[src/rtl/tmr16_pkg.sv]
package tmr16_pkg;
  localparam int DW = 8;
  localparam int CW = 2 * DW;
  localparam int SW = 2;

  typedef enum logic [1:0] {
    ADR_LO  = 2'd0,
    ADR_HI  = 2'd1,
    ADR_CTL = 2'd2,
    ADR_STS = 2'd3
  } reg_addr_e;

  localparam int CB_RUN  = 0;
  localparam int CB_OSC  = 3;
  localparam int CB_PSLO = 4;
  localparam int CB_BUF  = 7;
  localparam int SB_FLAG = 0;
  localparam int SB_IEN  = 1;
endpackage

[src/rtl/tmr16_presc.sv]
module tmr16_presc #(
  parameter int SW = 2
) (
  input  logic          clk,
  input  logic          rst_n,
  input  logic          run,
  input  logic          tick_en,
  input  logic [SW-1:0] sel,
  input  logic          clr,
  output logic          step
);
  localparam int PW = (1 << SW) - 1;

  logic [PW-1:0] pcnt, pcnt_nx, lim;
  logic          adv;

  always_comb begin
    lim  = PW'((32'd1 << sel) - 32'd1);
    adv  = run && tick_en;
    step = adv && (pcnt >= lim);
    if (clr)       pcnt_nx = '0;
    else if (step) pcnt_nx = '0;
    else if (adv)  pcnt_nx = pcnt + 1'b1;
    else           pcnt_nx = pcnt;
  end

  always_ff @(posedge clk or negedge rst_n) begin
    if (!rst_n) pcnt <= '0;
    else        pcnt <= pcnt_nx;
  end

  // a low-byte write restarts the prescale phase
  assert_presc_clear_R8: assert property (@(posedge clk) disable iff (!rst_n)
    clr |=> (pcnt == '0));
endmodule

[src/rtl/tmr16_count.sv]
module tmr16_count #(
  parameter int DW = 8
) (
  input  logic            clk,
  input  logic            rst_n,
  input  logic            buf_mode,
  input  logic            wr_lo,
  input  logic            wr_hi,
  input  logic            rd_lo,
  input  logic [DW-1:0]   wdata,
  input  logic            trig,
  input  logic            step,
  output logic [2*DW-1:0] cnt,
  output logic [DW-1:0]   shadow,
  output logic            wrap
);
  localparam int CW = 2 * DW;

  logic [CW-1:0] cnt_nx;
  logic [DW-1:0] shd_nx;
  logic          sw_wr;

  always_comb begin
    sw_wr  = wr_lo || wr_hi;
    cnt_nx = cnt;
    shd_nx = shadow;
    wrap   = 1'b0;
    if (buf_mode && rd_lo) shd_nx = cnt[CW-1:DW];
    if (wr_lo) begin
      cnt_nx[DW-1:0] = wdata;
      if (buf_mode) cnt_nx[CW-1:DW] = shadow;
    end
    if (wr_hi) begin
      if (buf_mode) shd_nx = wdata;
      else          cnt_nx[CW-1:DW] = wdata;
    end
    if (!sw_wr) begin
      if (trig) begin
        cnt_nx = '0;
      end else if (step) begin
        cnt_nx = cnt + 1'b1;
        wrap   = (cnt == {CW{1'b1}});
      end
    end
  end

  always_ff @(posedge clk or negedge rst_n) begin
    if (!rst_n) begin
      cnt    <= '0;
      shadow <= '0;
    end else begin
      cnt    <= cnt_nx;
      shadow <= shd_nx;
    end
  end

  assert_wrap_zero_R1: assert property (@(posedge clk) disable iff (!rst_n)
    (step && !trig && !sw_wr && cnt == {CW{1'b1}}) |=> (cnt == '0));

  assert_trig_clear_R9: assert property (@(posedge clk) disable iff (!rst_n)
    (trig && !sw_wr) |=> (cnt == '0));

  assert_write_wins_R10: assert property (@(posedge clk) disable iff (!rst_n)
    (trig && wr_lo) |=> (cnt[DW-1:0] == $past(wdata)));

  assert_hi_shadow_only_R7: assert property (@(posedge clk) disable iff (!rst_n)
    (buf_mode && wr_hi && !wr_lo) |=> $stable(cnt[CW-1:DW]));
endmodule

[src/rtl/tmr16_unit.sv]
module tmr16_unit
  import tmr16_pkg::*;
(
  input  logic          clk,
  input  logic          rst_n,
  input  logic [1:0]    bus_sel,
  input  logic          bus_wr,
  input  logic          bus_rd,
  input  logic [DW-1:0] bus_wdata,
  output logic [DW-1:0] bus_rdata,
  input  logic          tick_en,
  input  logic          evt_trig,
  output logic          ovf_flag,
  output logic          irq
);
  logic          run_q, osc_q, buf_q, ien_q, flag_q;
  logic [SW-1:0] psel_q;
  logic          run_nx, osc_nx, buf_nx, ien_nx, flag_nx;
  logic [SW-1:0] psel_nx;
  logic          wr_lo, wr_hi, wr_ctl, wr_sts, rd_lo;
  logic          step, wrap;
  logic [CW-1:0] cnt;
  logic [DW-1:0] shadow;

  always_comb begin
    wr_lo  = bus_wr && (bus_sel == ADR_LO);
    wr_hi  = bus_wr && (bus_sel == ADR_HI);
    wr_ctl = bus_wr && (bus_sel == ADR_CTL);
    wr_sts = bus_wr && (bus_sel == ADR_STS);
    rd_lo  = bus_rd && (bus_sel == ADR_LO);
  end

  tmr16_presc #(.SW(SW)) u_presc (
    .clk     (clk),
    .rst_n   (rst_n),
    .run     (run_q),
    .tick_en (tick_en),
    .sel     (psel_q),
    .clr     (wr_lo),
    .step    (step)
  );

  tmr16_count #(.DW(DW)) u_count (
    .clk      (clk),
    .rst_n    (rst_n),
    .buf_mode (buf_q),
    .wr_lo    (wr_lo),
    .wr_hi    (wr_hi),
    .rd_lo    (rd_lo),
    .wdata    (bus_wdata),
    .trig     (evt_trig),
    .step     (step),
    .cnt      (cnt),
    .shadow   (shadow),
    .wrap     (wrap)
  );

  always_comb begin
    run_nx  = run_q;
    osc_nx  = osc_q;
    buf_nx  = buf_q;
    psel_nx = psel_q;
    ien_nx  = ien_q;
    flag_nx = flag_q;
    if (wr_ctl) begin
      run_nx  = bus_wdata[CB_RUN];
      osc_nx  = bus_wdata[CB_OSC];
      buf_nx  = bus_wdata[CB_BUF];
      psel_nx = bus_wdata[CB_PSLO +: SW];
    end
    if (wr_sts) begin
      ien_nx = bus_wdata[SB_IEN];
      if (!bus_wdata[SB_FLAG]) flag_nx = 1'b0;
    end
    if (wrap) flag_nx = 1'b1;
  end

  always_ff @(posedge clk or negedge rst_n) begin
    if (!rst_n) begin
      run_q  <= 1'b0;
      osc_q  <= 1'b0;
      buf_q  <= 1'b0;
      psel_q <= '0;
      ien_q  <= 1'b0;
      flag_q <= 1'b0;
    end else begin
      run_q  <= run_nx;
      osc_q  <= osc_nx;
      buf_q  <= buf_nx;
      psel_q <= psel_nx;
      ien_q  <= ien_nx;
      flag_q <= flag_nx;
    end
  end

  always_comb begin
    unique case (bus_sel)
      ADR_LO:  bus_rdata = cnt[DW-1:0];
      ADR_HI:  bus_rdata = buf_q ? shadow : cnt[CW-1:DW];
      ADR_CTL: bus_rdata = {buf_q, 1'b0, psel_q, osc_q, 2'b00, run_q};
      default: bus_rdata = {6'b0, ien_q, flag_q};
    endcase
  end

  assign ovf_flag = flag_q;
  assign irq      = flag_q && ien_q;

  assert_trig_no_flag_R9: assert property (@(posedge clk) disable iff (!rst_n)
    (evt_trig && !ovf_flag) |=> !ovf_flag);

  assert_flag_sticky_R3: assert property (@(posedge clk) disable iff (!rst_n)
    (ovf_flag && !(wr_sts && !bus_wdata[SB_FLAG])) |=> ovf_flag);

  assert_irq_needs_flag_R3: assert property (@(posedge clk) disable iff (!rst_n)
    irq |-> ovf_flag);
endmodule

[config.mk]
export PLATFORM = sky130hd
export DESIGN_NAME = tmr16_unit
export DESIGN_NICKNAME = d
export VERILOG_FILES = /design/src/rtl/tmr16_pkg.sv /design/src/rtl/tmr16_presc.sv /design/src/rtl/tmr16_count.sv /design/src/rtl/tmr16_unit.sv
export SDC_FILE = /design/constraint.sdc
export NUM_CORES = 1
export LEC_CHECK = 0
export BUFFER_PORTS_ARGS = -buffer_cell sky130_fd_sc_hd__buf_2
export CORE_AREA = 2 2 77 79
export DETAILED_ROUTE_END_ITERATION = 8
export DIE_AREA = 0 0 79 81
export PLACE_DENSITY = 0.61
export RECOVER_POWER = 50
export SLEW_MARGIN = 20
export SYNTH_ARGS = -nofsm -noshare
export SYNTH_HDL_FRONTEND = slang
export SYNTH_HIERARCHICAL = 1
export SYNTH_SLANG_ARGS = --single-unit
[constraint.sdc]
create_clock -name clk -period 2.4 [get_ports clk]
set_input_delay 0.36 -clock clk [delete_from_list [all_inputs] [get_ports clk]]
set_output_delay 0.36 -clock clk [all_outputs]
set_load 0.01 [all_outputs]
Word level (Yosys, flattened, before mapping)
Index checks and enable logic that the tools add are counted.
- shift-type cells: 1
- mux-type cells: 20
- add/subtract/negate cells: 3
- order comparisons: 1
- eq/ne operators: 5
- reductions and logical operators: 14
- operators with widths (cell ; count):
    2-to-1 mux 16 bit ; 4
    2-to-1 mux 8 bit ; 6
    case mux 8 bit (3 select lines) ; 1
    adder 16 x 1 -> 16 bit, second input constant ; 1
    equality test 16 bit, second input constant ; 1
    logical AND 1 bit ; 9
    2-to-1 mux 3 bit ; 3
    2-to-1 mux 1 bit ; 6
    equality test 2 bit, second input constant ; 2
    adder 3 x 1 -> 3 bit, second input constant ; 1
    >= comparator 3 bit ; 1
    nonzero test 3 bit ; 1
    << shifter 1 x 2 -> 3 bit, first input constant ; 1
    subtractor 3 x 1 -> 3 bit, second input constant ; 1
    equality test 2 x 1 -> 1 bit, second input constant ; 1
    logical NOT 2 bit ; 1
    inequality test 2 x 1 -> 1 bit, second input constant ; 1
    AND reduction 2 bit ; 1
    nonzero test 2 bit ; 1
    logical OR 1 bit ; 1
- logic and storage cells: 53
- register bits after elaboration: 34
- bits of input ports: 16
- output and inout bits: 10

Logic depth before layout (Yosys ltp)
Gate-level depths: netlist (run 1).
- depth after elaboration: 9
- depth in mapped cells: 11
- gate-level depth less buffers: 9

Cells and area by module
The synthesis (run 1) kept the hierarchy.
- modules (own cells, without submodules) (module ; instances ; sequential area each (um^2) ; cells an instance ; area each (um^2)):
    tmr16_count ; 1 ; 600.6 ; 192 ; 1591.5
    tmr16_unit ; 1 ; 175.2 ; 56 ; 549.3
    tmr16_presc ; 1 ; 75.1 ; 30 ; 265.3

Worst setup path after synthesis (run 1)
No wires, ideal clock.
- path type: register -> register
- start point: register psel_q[1]
- end point: register u_count.cnt[9]
- buffers on the path: 1
- arrival: 2.477 ns
- setup time: 0.124 ns
- data required time: 2.276 ns
- slack: -0.200 ns
- cell stages (with the launch flop): 11
- clock period less this slack: 2.600 ns
- cell sequence: dfrtp_1 -> or2_2 -> ha_1 -> nor2b_1 -> o21ai_0 -> and2b_2 -> or3b_1 -> buf_2 -> nor4_2 -> nor3_1 -> o31a_1
- word-level cells in the longest chain between the ends: 7
- RTL lines (what ; RTL line ; source):
    start: declaration ; tmr16_unit.sv:17 ; logic [SW-1:0] psel_q;
    start signal: assignment ; tmr16_unit.sv:90 ; psel_q <= psel_nx;
    << shifter 1 x 2 -> 3 bit ; tmr16_presc.sv:18 ; lim = PW'((32'd1 << sel) - 32'd1);
    subtractor 3 x 1 -> 3 bit ; tmr16_presc.sv:18 ;
    >= comparator 3 bit ; tmr16_presc.sv:20 ; step = adv && (pcnt >= lim);
    logical AND 1 bit ; tmr16_presc.sv:20 ;
    via step ; tmr16_unit.sv:21 ; logic step, wrap;
    2-to-1 mux 16 bit ; tmr16_count.sv:40 ; end else if (step) begin
    2-to-1 mux 16 bit ; tmr16_count.sv:38 ; if (trig) begin
    2-to-1 mux 16 bit ; tmr16_count.sv:37 ; if (!sw_wr) begin
    via u_count.cnt_nx[9] ; tmr16_count.sv:19 ; logic [CW-1:0] cnt_nx;
    end signal: assignment ; tmr16_count.sv:52 ; cnt <= cnt_nx;
    end: declaration ; tmr16_count.sv:13 ; output logic [2*DW-1:0] cnt,
The timed path passes the listed nets, and every way through them passes these cells.
A chain may end at the register's enable or synchronous reset.

Worst setup path in the final report (run 1)
- start point: register psel_q[0]
- end point: register u_count.cnt[10]
The elaborated chain is that of the path after synthesis.

==> results of run 1 <==
## metal layers
layer	vias to the layer above	track usage, %
met5	-	0
met3	10	3.22
met2	90	38.2
met1	1120	30.6
met4	0	7.76
li1	1117	-
## sequential cells by signal, indices dropped and copies added, names as in the netlist
signal          cells
u_count/cnt        16
u_count/shadow      8
u_presc/pcnt        3
psel_q              2
buf_q               1
ien_q               1
osc_q               1
ovf_flag            1
run_q               1
## critical path, cell delays in order, from the launching register on
cell     delay, ps
dfrtp_1        390
or2_4          260
ha_4           270
nor2b_4         40
o21ai_2        130
and2b_2        180
or3b_4         450
nor4_2         220
nor3_1          70
o31a_1         230
## path summary, 6_finish.rpt
path | from | end | cells past startpoint
worst max-delay path | psel_q[0]$_DFFE_PN0P_ | u_count/cnt[10]$_DFF_PN0_ | 9
worst min-delay path | bus_wdata[1] | ien_q$_DFFE_PN0P_ | 2
worst max register to register | psel_q[0]$_DFFE_PN0P_ | u_count/cnt[10]$_DFF_PN0_ | 9
worst min register to register | osc_q$_DFFE_PN0P_ | osc_q$_DFFE_PN0P_ | 1
max in group asynchronous | rst_n | u_count/shadow[4]$_DFF_PN0_ | 1
min in group asynchronous | rst_n | u_count/shadow[0]$_DFF_PN0_ | 1
## power by group through the flow
stage	clock network (mW)	logic (mW)	registers, mW
5_1_grt	0.436	0.976	0.878
3_3_place_gp	0	0.764	0.858
4_1_cts	0.408	0.799	0.854
3_5_place_dp	0	0.766	0.865
6_report	0.399	0.881	0.860
2_1_floorplan	0	0.517	0.818
## stage by stage
stage / total power, mW / setup WS [ps] / instances / hold slack, ps / cell area [um^2]
floorplan: 1.34 / 14.1 / 278 / 64.4 / 2420
detailed placement: 1.63 / -19.5 / 382 / 492 / 2720
global placement: 1.62 / 31.2 / 382 / 485 / 2720
global route: 2.29 / -60.6 / 392 / 342 / 2900
CTS: 2.06 / -15.0 / 391 / 184 / 2810
finish: 2.14 / 47.9 / 392 / 347 / 2900
## area by class of cell
class | count | share of cell area, %
Multi-Input combinational cell | 220 | 53.1
Timing Repair Buffer | 46 | 10.4
Clock buffer | 7 | 2.63
Inverter | 10 | 1.29
Sequential cell | 34 | 29.3
Tap cell | 75 | 3.24
## cells in the mapped netlist (3+ instances only)
cell type   n
nor4_1      7
ha_1        5
o22ai_1     8
clkbuf_1    5
nand4_1     3
mux2_1      6
inv_1      10
and2_1      6
buf_2       6
nand2_1    26
o21ai_0    15
or2_2       3
a211oi_1    9
nand3_1    11
dfrtp_1    34
o211ai_1    6
a22o_1      3
nor3_1      6
nor2_1     25
xnor2_1     3
a21oi_1    14
nor2b_1     3
a31oi_1     4
mux2i_1    12
## cell families after synthesis
| kind of cell | after synthesis | synth area share (%) |
|---|---|---|
| AO/OA/AOI/OAI | 81 | 22.3 |
| XOR/XNOR | 4 | 1.46 |
| adder cells (fa/ha/maj) | 5 | 2.60 |
| buffers and inverters | 25 | 4.68 |
| flip-flops | 34 | 35.4 |
| multiplexers | 22 | 10.3 |
| AND/OR/NAND/NOR | 107 | 23.3 |
## what timing repair did
item                       in CTS  in global routing
hold buffers                    0                  0
pin swaps                       0                 10
resized for setup               1                 18
buffers inserted                2                  1
gates cloned                    0                  1
setup endpoints to repair       2                  8
==> flow_summary.json, run 1 <==
{
  "synth_edf_count": 0,
  "detail_route.vias_per_cell": 5.96,
  "status": "finished, violations left",
  "ant_nets": 0,
  "cts_made_buffers": 5,
  "layout_commonest_cell": "dfrtp_1",
  "skew_ps": 5.44,
  "syn_inst": 278,
  "worst_slew_pin_slew_ps": 1910,
  "cts.sinks": 34,
  "ctsLongestPathBuffers": 2,
  "yosysWarnings": 6,
  "tns_ps": 0,
  "cts_root_buffer": "clkbuf_8",
  "regArea_um2": 851,
  "area_growth_pct": 20.5,
  "utilization_pct": 51.1,
  "crit_path_end_kind": "flop",
  "io_buffers": 25,
  "required_ps": 2570,
  "slew-limit-headroom_pct": -27.3,
  "syn_area_per_cell_um2": 8.65,
  "rsz0062_at_grt": "true",
  "p_per_area_mw_per_mm2": 738,
  "gp_congestion": 0.849,
  "wl_met2_um": 3340,
  "ys_types": 59,
  "p_comb_share_pct": 41.2,
  "final_cell_mix": "dfrtp_1, nand2_1, nor2_1",
  "grt_overflow_total": 0,
  "drt-met1-wl_um": 3200,
  "start_kind": "flop",
  "leakagePower_nw": 1.19,
  "top_layer_used": "met4",
  "intPower_mw": 1.34,
  "clock_latency_ps": 290,
  "seqPwrFrac_pct": 40.2,
  "num_io_pins": 26,
  "yosys-top-cells-area": "dfrtp_1, mux2i_1, nand2_1",
  "peakVddDrop_uv": 281,
  "cts_tree": "built",
  "fin_crit_ps": 2350,
  "violations": "max-capacitance violations, max-slew violations",
  "antenna_found_initial": 0,
  "cp_max_fo": 5,
  "min_path_type": "in -> reg",
  "grt_max_degree": 35,
  "setup_viol": 0,
  "wire_per_inst_um": 18.1,
  "totalWireLength_um": 7090,
  "fp.dieW_um": 79,
  "groute.usage.overall_pct": 22.9,
  "core-area_mm2": 0.00568,
  "synthArstFlopShare_pct": 100,
  "vias": 2337,
  "power_switching_mw": 0.798,
  "criticalPathCategory": "reg -> reg",
  "die_area_mm2": 0.00640,
  "fp-row-count": 28,
  "initial_utilization_pct": 42.4,
  "synth_flop_cell": "dfrtp_1",
  "yosys.area.top_type_share_pct": 35.4,
  "cts_max_level": 2,
  "initialDrtViolationCount": 164,
  "fmax_mhz": 425,
  "synth-seq-cells": 34,
  "fill_cells": 558,
  "drc": 0,
  "post-route-period-util_pct": 98.0,
  "multi_input_area_mm2": 0.00154,
  "arrival_ps": 2530,
  "yosysTopAreaCell": "dfrtp_1",
  "maxCapViolations": 1,
  "drive_above_1_share_pct": 24.3,
  "dp_hpwl_um": 5080,
  "pwr-share-clk_pct": 18.6,
  "syn_area_mm2": 0.00241,
  "diodes": 0,
  "die_h_um": 81,
  "reg2reg_setup_slack_ps": 50,
  "grt_pass1_wl_um": 11200,
  "hold_viol": 0,
  "drt_first_pass_iters": 4,
  "switching_share_pct": 37.3,
  "slew_violations": 35,
  "wl_met3_um": 443,
  "synth.net_count": 299,
  "clk_pin_slew_ps": 60,
  "synth-seq-area-share_pct": 35.4,
  "first_global_vias": 2130,
  "final_nets": 338
}
Note: power is estimated with default switching activity, not from simulation.
==> inputs of run 2 (changes only) <==
--- a/config.mk
+++ b/config.mk
@@ -7,6 +7,8 @@
 export LEC_CHECK = 0
 export BUFFER_PORTS_ARGS = -buffer_cell sky130_fd_sc_hd__buf_2
 export CORE_AREA = 2 2 77 79
+export CTS_BUF_LIST = sky130_fd_sc_hd__clkbuf_16
+export CTS_CLUSTER_SIZE = 28
 export DETAILED_ROUTE_END_ITERATION = 8
 export DIE_AREA = 0 0 79 81
 export PLACE_DENSITY = 0.61
==> run 2 against run 1 <==
The flow still finishes with violations (max-capacitance violations, max-slew violations). Critical endpoint is now u_count/cnt[9]$_DFF_PN0_. Highest routed layer unchanged. Flip-flop and latch count did not move. Final cell count is the same. Setup slack better by 12 ps. Sequential share of layout area decreased by 0.46 points. Register-to-register slack hardly changed. Largest power group unchanged. Clock power rose by 49%. Worst hold slack better by 10 ps. Global-route usage rose by 0.38 points. Die area did not move. Wire length down 0.64%. Count of clock-buffer cells in the layout shrank 2. Critical path depth did not move.
==> flow_summary.json, run 2 (synthesis gave the netlist of run 1 again) <==
{
  "status": "finished, violations left",
  "violations": "max-capacitance violations, max-slew violations",
  "hold_viol": 0,
  "fin_crit_ps": 2340,
  "worst_slew_pin_slew_ps": 1900,
  "antenna_found_initial": 0,
  "drc": 0,
  "area_growth_pct": 22.5,
  "slew-limit-headroom_pct": -27.0,
  "busiest_layer": "met2",
  "cp_cell_sequence": "or2_4 -> ha_4 -> nor2b_4 -> o21ai_2 -> and2b_2 -> buf_4 -> or3b_4 -> nor4_1 -> o31a_1",
  "die_h_um": 81,
  "vias": 2324,
  "post-route-period-util_pct": 97.5,
  "dp_hpwl_um": 5080,
  "grt_util_met2_pct": 37.9,
  "layout_commonest_cell": "dfrtp_1",
  "grt_pass1_wl_um": 11200,
  "num_io_pins": 26,
  "gp_congestion": 0.849,
  "diodes": 0,
  "intPower_mw": 1.51,
  "drive_above_1_share_pct": 23.7,
  "grtUsageMet1_pct": 31.0,
  "critical_path.top_delay_family": "simple AND/OR/NAND/NOR gates",
  "rsz0062_at_grt": "true",
  "cts_tree": "built",
  "clk_pin_slew_ps": 50,
  "initialDrtViolationCount": 162,
  "top_register": "u_count/cnt",
  "crit_slowest_cell": "or3b_4",
  "cts.sinks": 34,
  "switching_share_pct": 35.0,
  "fp-row-count": 28,
  "totalWireLength_um": 7040,
  "p_per_area_mw_per_mm2": 790,
  "wire_per_inst_um": 18.0,
  "cp_num_buf_inv": 1,
  "first_global_vias": 2133,
  "p_comb_share_pct": 37.6,
  "grt_overflow_total": 0,
  "detail_route.vias_per_cell": 5.93,
  "initial_utilization_pct": 42.4,
  "reg2reg_setup_slack_ps": 60,
  "tns_ps": 0,
  "clock_latency_ps": 280,
  "ant_nets": 0,
  "grt_max_degree": 35,
  "setup_viol": 0,
  "p_total_mw": 2.33,
  "largest_register_ffs": 16,
  "arrival_ps": 2560,
  "cts_hold_buffers": 0,
  "core-area_mm2": 0.00568,
  "io_buffers": 25,
  "seqPwrFrac_pct": 36.9,
  "final_nets": 338,
  "cts_max_level": 2,
  "ctsLongestPathBuffers": 2,
  "reg_top3": "u_count/cnt x16, u_count/shadow x8, u_presc/pcnt x3",
  "groute.usage.overall_pct": 23.3,
  "pwr-share-clk_pct": 25.5,
  "max_stage_delay_ps": 420,
  "power_switching_mw": 0.815,
  "criticalPathCategory": "reg -> reg",
  "final_cell_mix": "dfrtp_1, nand2_1, nor2_1",
  "peakVddDrop_uv": 302,
  "maxCapViolations": 1,
  "fin_hold_ws_ps": 357,
  "crit_path_end_kind": "flop",
  "fmax_mhz": 427,
  "slew_violations": 35,
  "fp.dieW_um": 79,
  "cts_root_buffer": "clkbuf_16",
  "grt_use_met3_pct": 4.89,
  "die_area_mm2": 0.00640,
  "start_kind": "flop",
  "cp_max_fo": 5,
  "required_ps": 2620,
  "leakagePower_nw": 1.22,
  "min_path_type": "in -> reg",
  "drt_first_pass_iters": 5,
  "cts_made_buffers": 5,
  "skew_ps": 4.02
}
## run 2: changes by cell type in the layout (fill, tap and decap cells not counted), sizes merged
cell	before	now
buf	44	43
clkbuf	9	8
inv	10	12
## run 2: final cells by class
class | instances | area, um^2
Fill cell | 556 | 2730
Multi-Input combinational cell | 220 | 1540
Sequential cell | 34 | 851
Timing Repair Buffer | 46 | 297
Clock buffer | 5 | 125
Tap cell | 75 | 93.8
Inverter | 10 | 37.5
Clock inverter | 2 | 7.51
## run 2: power by group through the flow
| stage | combinational [mW] | sequential [mW] | clock (mW) |
|---|---|---|---|
| final | 0.875 | 0.859 | 0.594 |
| after global routing | 0.968 | 0.878 | 0.641 |
| after CTS | 0.798 | 0.854 | 0.609 |
| after detailed placement | 0.766 | 0.865 | 0 |
| after global placement | 0.764 | 0.858 | 0 |
| after floorplan | 0.517 | 0.818 | 0 |
## run 2: timing repair
item	4_1_cts	5_1_grt
resized for setup	1	17
cloned	0	1
pin swaps	1	9
endpoints found under the setup margin	2	8
buffers inserted	2	1
## run 2: path summary, 6_finish.rpt
| check | end | from | cells past startpoint |
|---|---|---|---|
| max | u_count/cnt[9]$_DFF_PN0_ | psel_q[0]$_DFFE_PN0P_ | 9 |
| min | ien_q$_DFFE_PN0P_ | bus_wdata[1] | 2 |
| max reg2reg | u_count/cnt[9]$_DFF_PN0_ | psel_q[0]$_DFFE_PN0P_ | 9 |
| min reg2reg | osc_q$_DFFE_PN0P_ | osc_q$_DFFE_PN0P_ | 1 |
| max in group asynchronous | u_count/shadow[4]$_DFF_PN0_ | rst_n | 1 |
| min in group asynchronous | u_count/shadow[0]$_DFF_PN0_ | rst_n | 1 |
## run 2: routing by layer
layer | vias up | part of all wire, % | wire, um
met4 | 0 | 1.9 | 135
li1 | 1118 | - | -
met5 | - | 0 | 0
met1 | 1126 | 45 | 3180
met2 | 69 | 46 | 3270
met3 | 11 | 6.5 | 459
## run 2: per-stage QoR
stage                     area (um^2)  worst slack [ps]  util (%)  cells
after floorplan                  2420              14.1         -    278
after global placement           2720              31.2      47.8    382
after detailed placement         2720             -19.5      47.8    382
after CTS                        2870             -3.49      50.5    391
after global routing             2950             -24.8      51.9    392
final                            2950              60.4      51.9    392
